===== src/rtl/brk_qual_pkg.sv =====
package brk_qual_pkg;

    typedef enum logic {
        MODE_MASKABLE = 1'b0,
        MODE_NONMASK  = 1'b1
    } brk_mode_e;

endpackage


===== src/rtl/brk_ctx_gate.sv =====
module brk_ctx_gate
    import brk_qual_pkg::*;
(
    input  logic      clk_i,
    input  logic      rst_ni,
    input  logic      mode_wr_i,
    input  logic      mode_nomask_i,
    input  logic      msr_ri_i,
    output brk_mode_e mode_o,
    output logic      gate_open_o
);

    typedef struct packed {
        brk_mode_e mode;
    } gate_state_t;

    gate_state_t state_d, state_q;

    always_comb begin
        state_d = state_q;
        if (mode_wr_i) begin
            state_d.mode = mode_nomask_i ? MODE_NONMASK : MODE_MASKABLE;
        end
    end

    always_ff @(posedge clk_i or negedge rst_ni) begin
        if (!rst_ni) begin
            state_q <= '{mode: MODE_MASKABLE};
        end else begin
            state_q <= state_d;
        end
    end

    assign mode_o      = state_q.mode;
    assign gate_open_o = (state_q.mode == MODE_NONMASK) || msr_ri_i;

    // a mode write is visible in the following cycle
    p_mode_write_r5: assert property (@(posedge clk_i) disable iff (!rst_ni)
        mode_wr_i |=> (mode_o == (($past(mode_nomask_i)) ? MODE_NONMASK : MODE_MASKABLE)));

    // mode holds when not written
    p_mode_hold_r5: assert property (@(posedge clk_i) disable iff (!rst_ni)
        !mode_wr_i |=> $stable(mode_o));

endmodule


===== src/rtl/brk_ifm_ctl.sv =====
module brk_ifm_ctl (
    input  logic clk_i,
    input  logic rst_ni,
    input  logic wr_i,
    input  logic val_i,
    input  logic insn_hit_i,
    input  logic gate_open_i,
    output logic ifm_o,
    output logic suppress_o
);

    typedef struct packed {
        logic skip;
    } ifm_state_t;

    ifm_state_t state_d, state_q;
    logic       consume;

    always_comb begin
        consume = state_q.skip && insn_hit_i && gate_open_i;
        state_d = state_q;
        if (consume) begin
            state_d.skip = 1'b0;
        end
        if (wr_i) begin
            state_d.skip = val_i;
        end
    end

    always_ff @(posedge clk_i or negedge rst_ni) begin
        if (!rst_ni) begin
            state_q <= '{skip: 1'b0};
        end else begin
            state_q <= state_d;
        end
    end

    assign ifm_o      = state_q.skip;
    assign suppress_o = consume;

    // a qualified instruction match spends the skip-first bit
    p_ifm_consume_r6: assert property (@(posedge clk_i) disable iff (!rst_ni)
        (ifm_o && insn_hit_i && gate_open_i && !wr_i) |=> !ifm_o);

    // a software write always lands
    p_ifm_swwin_r9: assert property (@(posedge clk_i) disable iff (!rst_ni)
        wr_i |=> (ifm_o == $past(val_i)));

    // without an instruction match or a write the bit is unchanged
    p_ifm_hold_r8: assert property (@(posedge clk_i) disable iff (!rst_ni)
        (!wr_i && !insn_hit_i) |=> $stable(ifm_o));

endmodule


===== src/rtl/brk_nrs_flag.sv =====
module brk_nrs_flag (
    input  logic clk_i,
    input  logic rst_ni,
    input  logic set_i,
    input  logic clr_i,
    output logic flag_o
);

    typedef struct packed {
        logic flag;
    } nrs_state_t;

    nrs_state_t state_d, state_q;

    always_comb begin
        state_d = state_q;
        if (clr_i) begin
            state_d.flag = 1'b0;
        end
        if (set_i) begin
            state_d.flag = 1'b1;
        end
    end

    always_ff @(posedge clk_i or negedge rst_ni) begin
        if (!rst_ni) begin
            state_q <= '{flag: 1'b0};
        end else begin
            state_q <= state_d;
        end
    end

    assign flag_o = state_q.flag;

    // the flag is sticky until cleared
    p_nrs_sticky_r4: assert property (@(posedge clk_i) disable iff (!rst_ni)
        (flag_o && !clr_i) |=> flag_o);

    // setting wins over a simultaneous clear
    p_nrs_setwin_r4: assert property (@(posedge clk_i) disable iff (!rst_ni)
        set_i |=> flag_o);

endmodule


===== src/rtl/brk_qual_filter.sv =====
module brk_qual_filter
    import brk_qual_pkg::*;
#(
    parameter int NUM_IWP = 4,
    parameter int NUM_LWP = 2
) (
    input  logic               clk_i,
    input  logic               rst_ni,
    input  logic [NUM_IWP-1:0] insn_match_i,
    input  logic [NUM_LWP-1:0] ls_match_i,
    input  logic               cnt_insn_brk_i,
    input  logic               cnt_ls_brk_i,
    input  logic               msr_ri_i,
    input  logic               mode_wr_i,
    input  logic               mode_nomask_i,
    input  logic               ifm_wr_i,
    input  logic               ifm_val_i,
    input  logic               nrs_clr_i,
    output logic               brk_req_o,
    output logic [NUM_IWP-1:0] wp_insn_o,
    output logic [NUM_LWP-1:0] wp_ls_o,
    output logic [NUM_IWP-1:0] cnt_en_insn_o,
    output logic [NUM_LWP-1:0] cnt_en_ls_o,
    output logic               nonrestart_o,
    output logic               ifm_o
);

    localparam int OUT_W = 1 + 2 * NUM_IWP + 2 * NUM_LWP;

    typedef struct packed {
        logic               brk;
        logic [NUM_IWP-1:0] wp_i;
        logic [NUM_LWP-1:0] wp_l;
        logic [NUM_IWP-1:0] ce_i;
        logic [NUM_LWP-1:0] ce_l;
    } out_regs_t;

    out_regs_t out_d, out_q;

    brk_mode_e mode_w;
    logic      gate_open_w;
    logic      suppress_w;
    logic      insn_hit_w;
    logic      ls_hit_w;
    logic      cnt_hit_w;
    logic      nrs_set_w;

    brk_ctx_gate u_gate (
        .clk_i         (clk_i),
        .rst_ni        (rst_ni),
        .mode_wr_i     (mode_wr_i),
        .mode_nomask_i (mode_nomask_i),
        .msr_ri_i      (msr_ri_i),
        .mode_o        (mode_w),
        .gate_open_o   (gate_open_w)
    );

    brk_ifm_ctl u_ifm (
        .clk_i       (clk_i),
        .rst_ni      (rst_ni),
        .wr_i        (ifm_wr_i),
        .val_i       (ifm_val_i),
        .insn_hit_i  (insn_hit_w),
        .gate_open_i (gate_open_w),
        .ifm_o       (ifm_o),
        .suppress_o  (suppress_w)
    );

    brk_nrs_flag u_nrs (
        .clk_i  (clk_i),
        .rst_ni (rst_ni),
        .set_i  (nrs_set_w),
        .clr_i  (nrs_clr_i),
        .flag_o (nonrestart_o)
    );

    always_comb begin
        insn_hit_w = |insn_match_i;
        ls_hit_w   = |ls_match_i;
        cnt_hit_w  = cnt_insn_brk_i || cnt_ls_brk_i;

        out_d.wp_i = insn_match_i;
        out_d.wp_l = ls_match_i;

        for (int i = 0; i < NUM_IWP; i++) begin
            out_d.ce_i[i] = insn_match_i[i] && gate_open_w;
        end
        for (int j = 0; j < NUM_LWP; j++) begin
            out_d.ce_l[j] = ls_match_i[j] && gate_open_w;
        end

        out_d.brk = gate_open_w &&
                    ((insn_hit_w && !suppress_w) || ls_hit_w || cnt_hit_w);

        nrs_set_w = out_d.brk && !msr_ri_i;
    end

    always_ff @(posedge clk_i or negedge rst_ni) begin
        if (!rst_ni) begin
            out_q <= out_regs_t'({OUT_W{1'b0}});
        end else begin
            out_q <= out_d;
        end
    end

    assign brk_req_o     = out_q.brk;
    assign wp_insn_o     = out_q.wp_i;
    assign wp_ls_o       = out_q.wp_l;
    assign cnt_en_insn_o = out_q.ce_i;
    assign cnt_en_ls_o   = out_q.ce_l;

    // nothing is raised from an unrecoverable cycle in maskable mode
    p_mask_drop_r1: assert property (@(posedge clk_i) disable iff (!rst_ni)
        (mode_w == MODE_MASKABLE && !msr_ri_i) |=> !brk_req_o);

    // counters are not advanced from an unrecoverable cycle in maskable mode
    p_mask_cnt_r2: assert property (@(posedge clk_i) disable iff (!rst_ni)
        (mode_w == MODE_MASKABLE && !msr_ri_i) |=>
            (cnt_en_insn_o == '0 && cnt_en_ls_o == '0));

    // watchpoint pins mirror raw strobes one cycle later
    p_wp_fwd_r3: assert property (@(posedge clk_i) disable iff (!rst_ni)
        1'b1 |=> (wp_insn_o == $past(insn_match_i) && wp_ls_o == $past(ls_match_i)));

    // a request from an unrecoverable cycle leaves the flag set
    p_nrs_on_unrec_r4: assert property (@(posedge clk_i) disable iff (!rst_ni)
        (brk_req_o && !$past(msr_ri_i)) |-> nonrestart_o);

    // no request without a strobe in the previous cycle
    p_req_cause_r10: assert property (@(posedge clk_i) disable iff (!rst_ni)
        (insn_match_i == '0 && ls_match_i == '0 && !cnt_insn_brk_i && !cnt_ls_brk_i)
            |=> !brk_req_o);

    // a suppressed match still reaches the watchpoint pins
    p_supp_wp_r11: assert property (@(posedge clk_i) disable iff (!rst_ni)
        suppress_w |=> (wp_insn_o != '0));

endmodule


===== config.mk =====
export PLATFORM = sky130hd
export DESIGN_NAME = brk_qual_filter
export DESIGN_NICKNAME = d
export VERILOG_FILES = /design/src/rtl/brk_qual_pkg.sv /design/src/rtl/brk_ctx_gate.sv /design/src/rtl/brk_ifm_ctl.sv /design/src/rtl/brk_nrs_flag.sv /design/src/rtl/brk_qual_filter.sv
export SDC_FILE = /design/constraint.sdc
export NUM_CORES = 1
export LEC_CHECK = 0
export ABC_AREA = 1
export BUFFER_PORTS_ARGS = -buffer_cell sky130_fd_sc_hd__buf_2
export CORE_MARGIN = 2
export CORE_UTILIZATION = 37
export CTS_CLUSTER_SIZE = 30
export DETAILED_ROUTE_END_ITERATION = 12
export PLACE_DENSITY = 0.82
export SLEW_MARGIN = 5
export SYNTH_ARGS = -nofsm -noshare
export SYNTH_HDL_FRONTEND = slang
export SYNTH_SLANG_ARGS = --single-unit

===== constraint.sdc =====
create_clock -name clk_i -period 0.8 [get_ports clk_i]
set_input_delay 0.08 -clock clk_i [delete_from_list [all_inputs] [get_ports clk_i]]
set_output_delay 0.08 -clock clk_i [all_outputs]
set_load 0.02 [all_outputs]

==> flow_summary.rst <==
.. list-table::
   :header-rows: 1

   * - Metric
     - Value
   * - Highest net fanout along the worst path
     - 2
   * - First-pass DRT Iterations
     - 3
   * - First-pass GRT wire length
     - 2200 um
   * - Count of pins on the block boundary
     - 31
   * - Final setup violation count
     - 18
   * - Drt total wl
     - 1250 um
   * - Nets
     - 115
   * - Total power density per cell area
     - 1780 nW/um^2
   * - Hold-critical path depth
     - 2
   * - Clock period minus final worst setup slack
     - 906 ps
   * - Pin count of the biggest net entering global routing
     - 17
   * - Endpoint kind of the worst setup timing path
     - register
   * - Worst relative slew slack
     - 77.3%
   * - Number of H-tree levels
     - 1
   * - Endpoint arrival time on the critical path
     - between 1000 and 1500 ps
   * - Total clock buffers created by CTS
     - 3
   * - Number of endpoints with negative hold slack in the final report
     - 0
   * - Post-synthesis instance area
     - 559 um^2
   * - Clock buffer depth
     - 2
   * - CTS tree
     - done
   * - Setup crit start kind
     - register
   * - Antenna diodes
     - 0
   * - Post-synthesis area per instance
     - ~11 um^2
   * - Floorplan row count
     - 14
   * - Total non-filler cell area in the finished layout
     - 1010 um^2
   * - Final clock skew
     - 2.72 ps
   * - Number of antenna violations at the first check in global routing
     - 0
   * - Final worst setup slack
     - -106 ps
   * - Aggregate negative setup slack
     - -1260 ps
   * - Violated checks
     - setup timing
   * - Die X-Extent
     - 42.9 um
   * - Source of the worst hold timing path
     - mode_wr_i
   * - Endpoint of the worst-slack reg-to-reg timing path
     - u_nrs.flag_o
   * - Fraction of the yosys area taken by sequential cells
     - 71.6%
   * - Fill cells
     - between 100 and 150
   * - Start of the worst register-to-register path
     - u_ifm.ifm_o
   * - Instance area at placement
     - 738 um^2
   * - Max-slew violation total from the final report
     - 0
   * - Path class of the lowest-slack min-delay path
     - in2reg
   * - Result of the run
     - finished with violations
   * - Setup slack, reg-to-reg
     - -110 ps
   * - Clock-pin slew on the worst setup and hold paths
     - approximately 90 ps
   * - Die Y
     - about 43 um
   * - Total of buffers placed on input and output ports
     - 30
   * - Cell count of the worst reg-to-reg path
     - 6
   * - Wire per inst
     - around 11 um
   * - DR DRC count
     - 0
   * - Source-to-sink clock delay at the later pin of the worst-skew pair
     - around 270 ps
   * - Top post-synthesis cells by area
     - sky130_fd_sc_hd__dfrtp_1 (72%), sky130_fd_sc_hd__inv_1 (6.7%), sky130_fd_sc_hd__nand2_1 (6.0%)
   * - Max-capacitance violation count
     - 0
   * - Number of global-route vias before repair
     - 501
   * - IR drop worst, VDD
     - approximately 0.86 mV
   * - Count of unique library cells instantiated by Yosys
     - 12
   * - Root Buffer
     - sky130_fd_sc_hd__clkbuf_4
   * - Share of Yosys cell area claimed by the top area cell type
     - between 70% and 80%
   * - Unrepaired setup endpoints after global routing
     - true
   * - Cell count after synthesis
     - 52
   * - Worst Hold Path EP
     - u_gate.mode_o
   * - Number of synthesized register bits
     - 16
   * - Static power due to leakage
     - between 0.5 and 0.6 nW
   * - Required time at the endpoint of the critical path
     - 1020 ps
   * - Cell taking the most area after synthesis
     - sky130_fd_sc_hd__dfrtp_1
   * - CTS sink cnt
     - 16
   * - Fraction of final layout cells with drive strength greater than 1
     - 56.1%
   * - Overall routing resource usage
     - 16.5%
   * - Core box area
     - 1450 um^2
   * - Weighted congestion at the end of routability-driven global placement
     - around 0.74
   * - Initial core utilization
     - 38.5%
   * - Commonest cells after routing, fill and taps aside
     - sky130_fd_sc_hd__dfrtp_1 (15), sky130_fd_sc_hd__buf_2 (15), sky130_fd_sc_hd__buf_6 (15)
   * - Remaining number of nets flagged by the antenna check after routing
     - 0
   * - Achievable clock frequency
     - around 1.1 GHz
   * - Overall die area
     - 1840 um^2
   * - Worst setup path class
     - reg2reg
   * - Layout overhead on the synthesized area
     - 81.2%
   * - Number of warnings printed during yosys synthesis
     - 0
   * - Net count of the mapped netlist
     - a little under 70
   * - Count of routing violations after the opening detailed-route iteration
     - 3
   * - Worst slack at placement
     - -4.77 ps
   * - Vias per cell
     - 4.42
   * - Placed wire-length estimate
     - 741 um
   * - Transition time of the tightest slew-check pin
     - 341 ps
   * - Via count
     - 504
   * - Remaining global-route overflow
     - 0
   * - Period utilisation layout
     - 113%
-- state kept, by name, summed over array words and instances, names as in the netlist --
register / cells
wp_ls_o: 2
cnt_en_ls_o: 2
wp_insn_o: 4
u_ifm.ifm_o: 1
u_nrs.flag_o: 1
cnt_en_insn_o: 4
brk_req_o: 1
u_gate.mode_o: 1
-- routing by layer --
metal | routed length [um] | vias to the layer above | GRT usage [%]
met1 | 473 | 234 | 21.8
met5 | 0 | - | 0
met3 | 101 | 0 | 4.68
met2 | 679 | 23 | 25.8
met4 | 0 | 0 | 5.63
li1 | - | 247 | -
-- area by class of cell --
class                      instances  area, um^2  area share (%)
clock buffer                       4        36.3            3.58
inverter                          11        48.8            4.81
multi-input combinational         25         150            14.8
sequential                        16         402            39.6
tap                               16        20.0            1.98
timing repair buffer              42         357            35.2
-- cell families after synthesis --
family,count (synthesis),share of synthesized area [%]
buffers and inverters,11,7.38
AND/OR/NAND/NOR,22,17.7
AO/OA/AOI/OAI,3,3.35
flip-flops,16,71.6
-- worst max-delay path: stages, from the launching register on --
cell and delay [ps]:
sky130_fd_sc_hd__dfrtp_2 420, sky130_fd_sc_hd__buf_4 140, sky130_fd_sc_hd__inv_2 40, sky130_fd_sc_hd__nand2_1 50, sky130_fd_sc_hd__nand2_1 80, sky130_fd_sc_hd__nand3_2 60, sky130_fd_sc_hd__nand2_2 50
-- report_power, final --
part | internal (mW) | switching (mW) | leakage (nW) | total [mW]
registers | 0.864 | 0.0306 | 0.191 | 0.895
logic | 0.205 | 0.191 | 0.322 | 0.396
clock network | 0.276 | 0.231 | 0.0210 | 0.508
total | 1.35 | 0.453 | 0.534 | 1.80
-- synthesized netlist by cell type (all sizes together) --
library cell,number
a21oi,1
and2,1
dfrtp,16
inv,11
nand2,10
nand3,1
nor2,10
o21ai,2
-- through the flow --
stage	hold WS, ps	power, mW	instances	utilization (%)
after detailed placement	5.45	1.15	99	50.8
after CTS	0.368	1.80	114	67.3
after floorplan	-216	1.03	52	-
after global routing	28.2	1.91	114	69.7
final	3.11	1.80	114	69.7
after global placement	-4.80	1.15	99	50.8
-- how the worst max path moves through the flow --
| stage | from | to | depth (start not counted) |
|---|---|---|---|
| 3_3_place_gp | u_gate.mode_o | u_ifm.ifm_o | 5 |
| 6_report | u_ifm.ifm_o | u_nrs.flag_o | 6 |
| 3_5_place_dp | u_gate.mode_o | cnt_en_insn_o[1] | 4 |
| 5_1_grt | u_ifm.ifm_o | ifm_o | 1 |
| 4_1_cts | u_ifm.ifm_o | ifm_o | 1 |
| 2_1_floorplan | u_ifm.ifm_o | u_nrs.flag_o | 5 |
-- repair_timing --
action / in CTS / in global routing
pin swaps: 2 / 2
hold endpoints to repair: 23 / 0
gates cloned: 0 / 0
gates resized for setup: 33 / 13
setup buffers: 2 / 0
hold buffers: 9 / 0
endpoints found under the setup margin: 23 / 24
(Power assumes the default switching activity.)
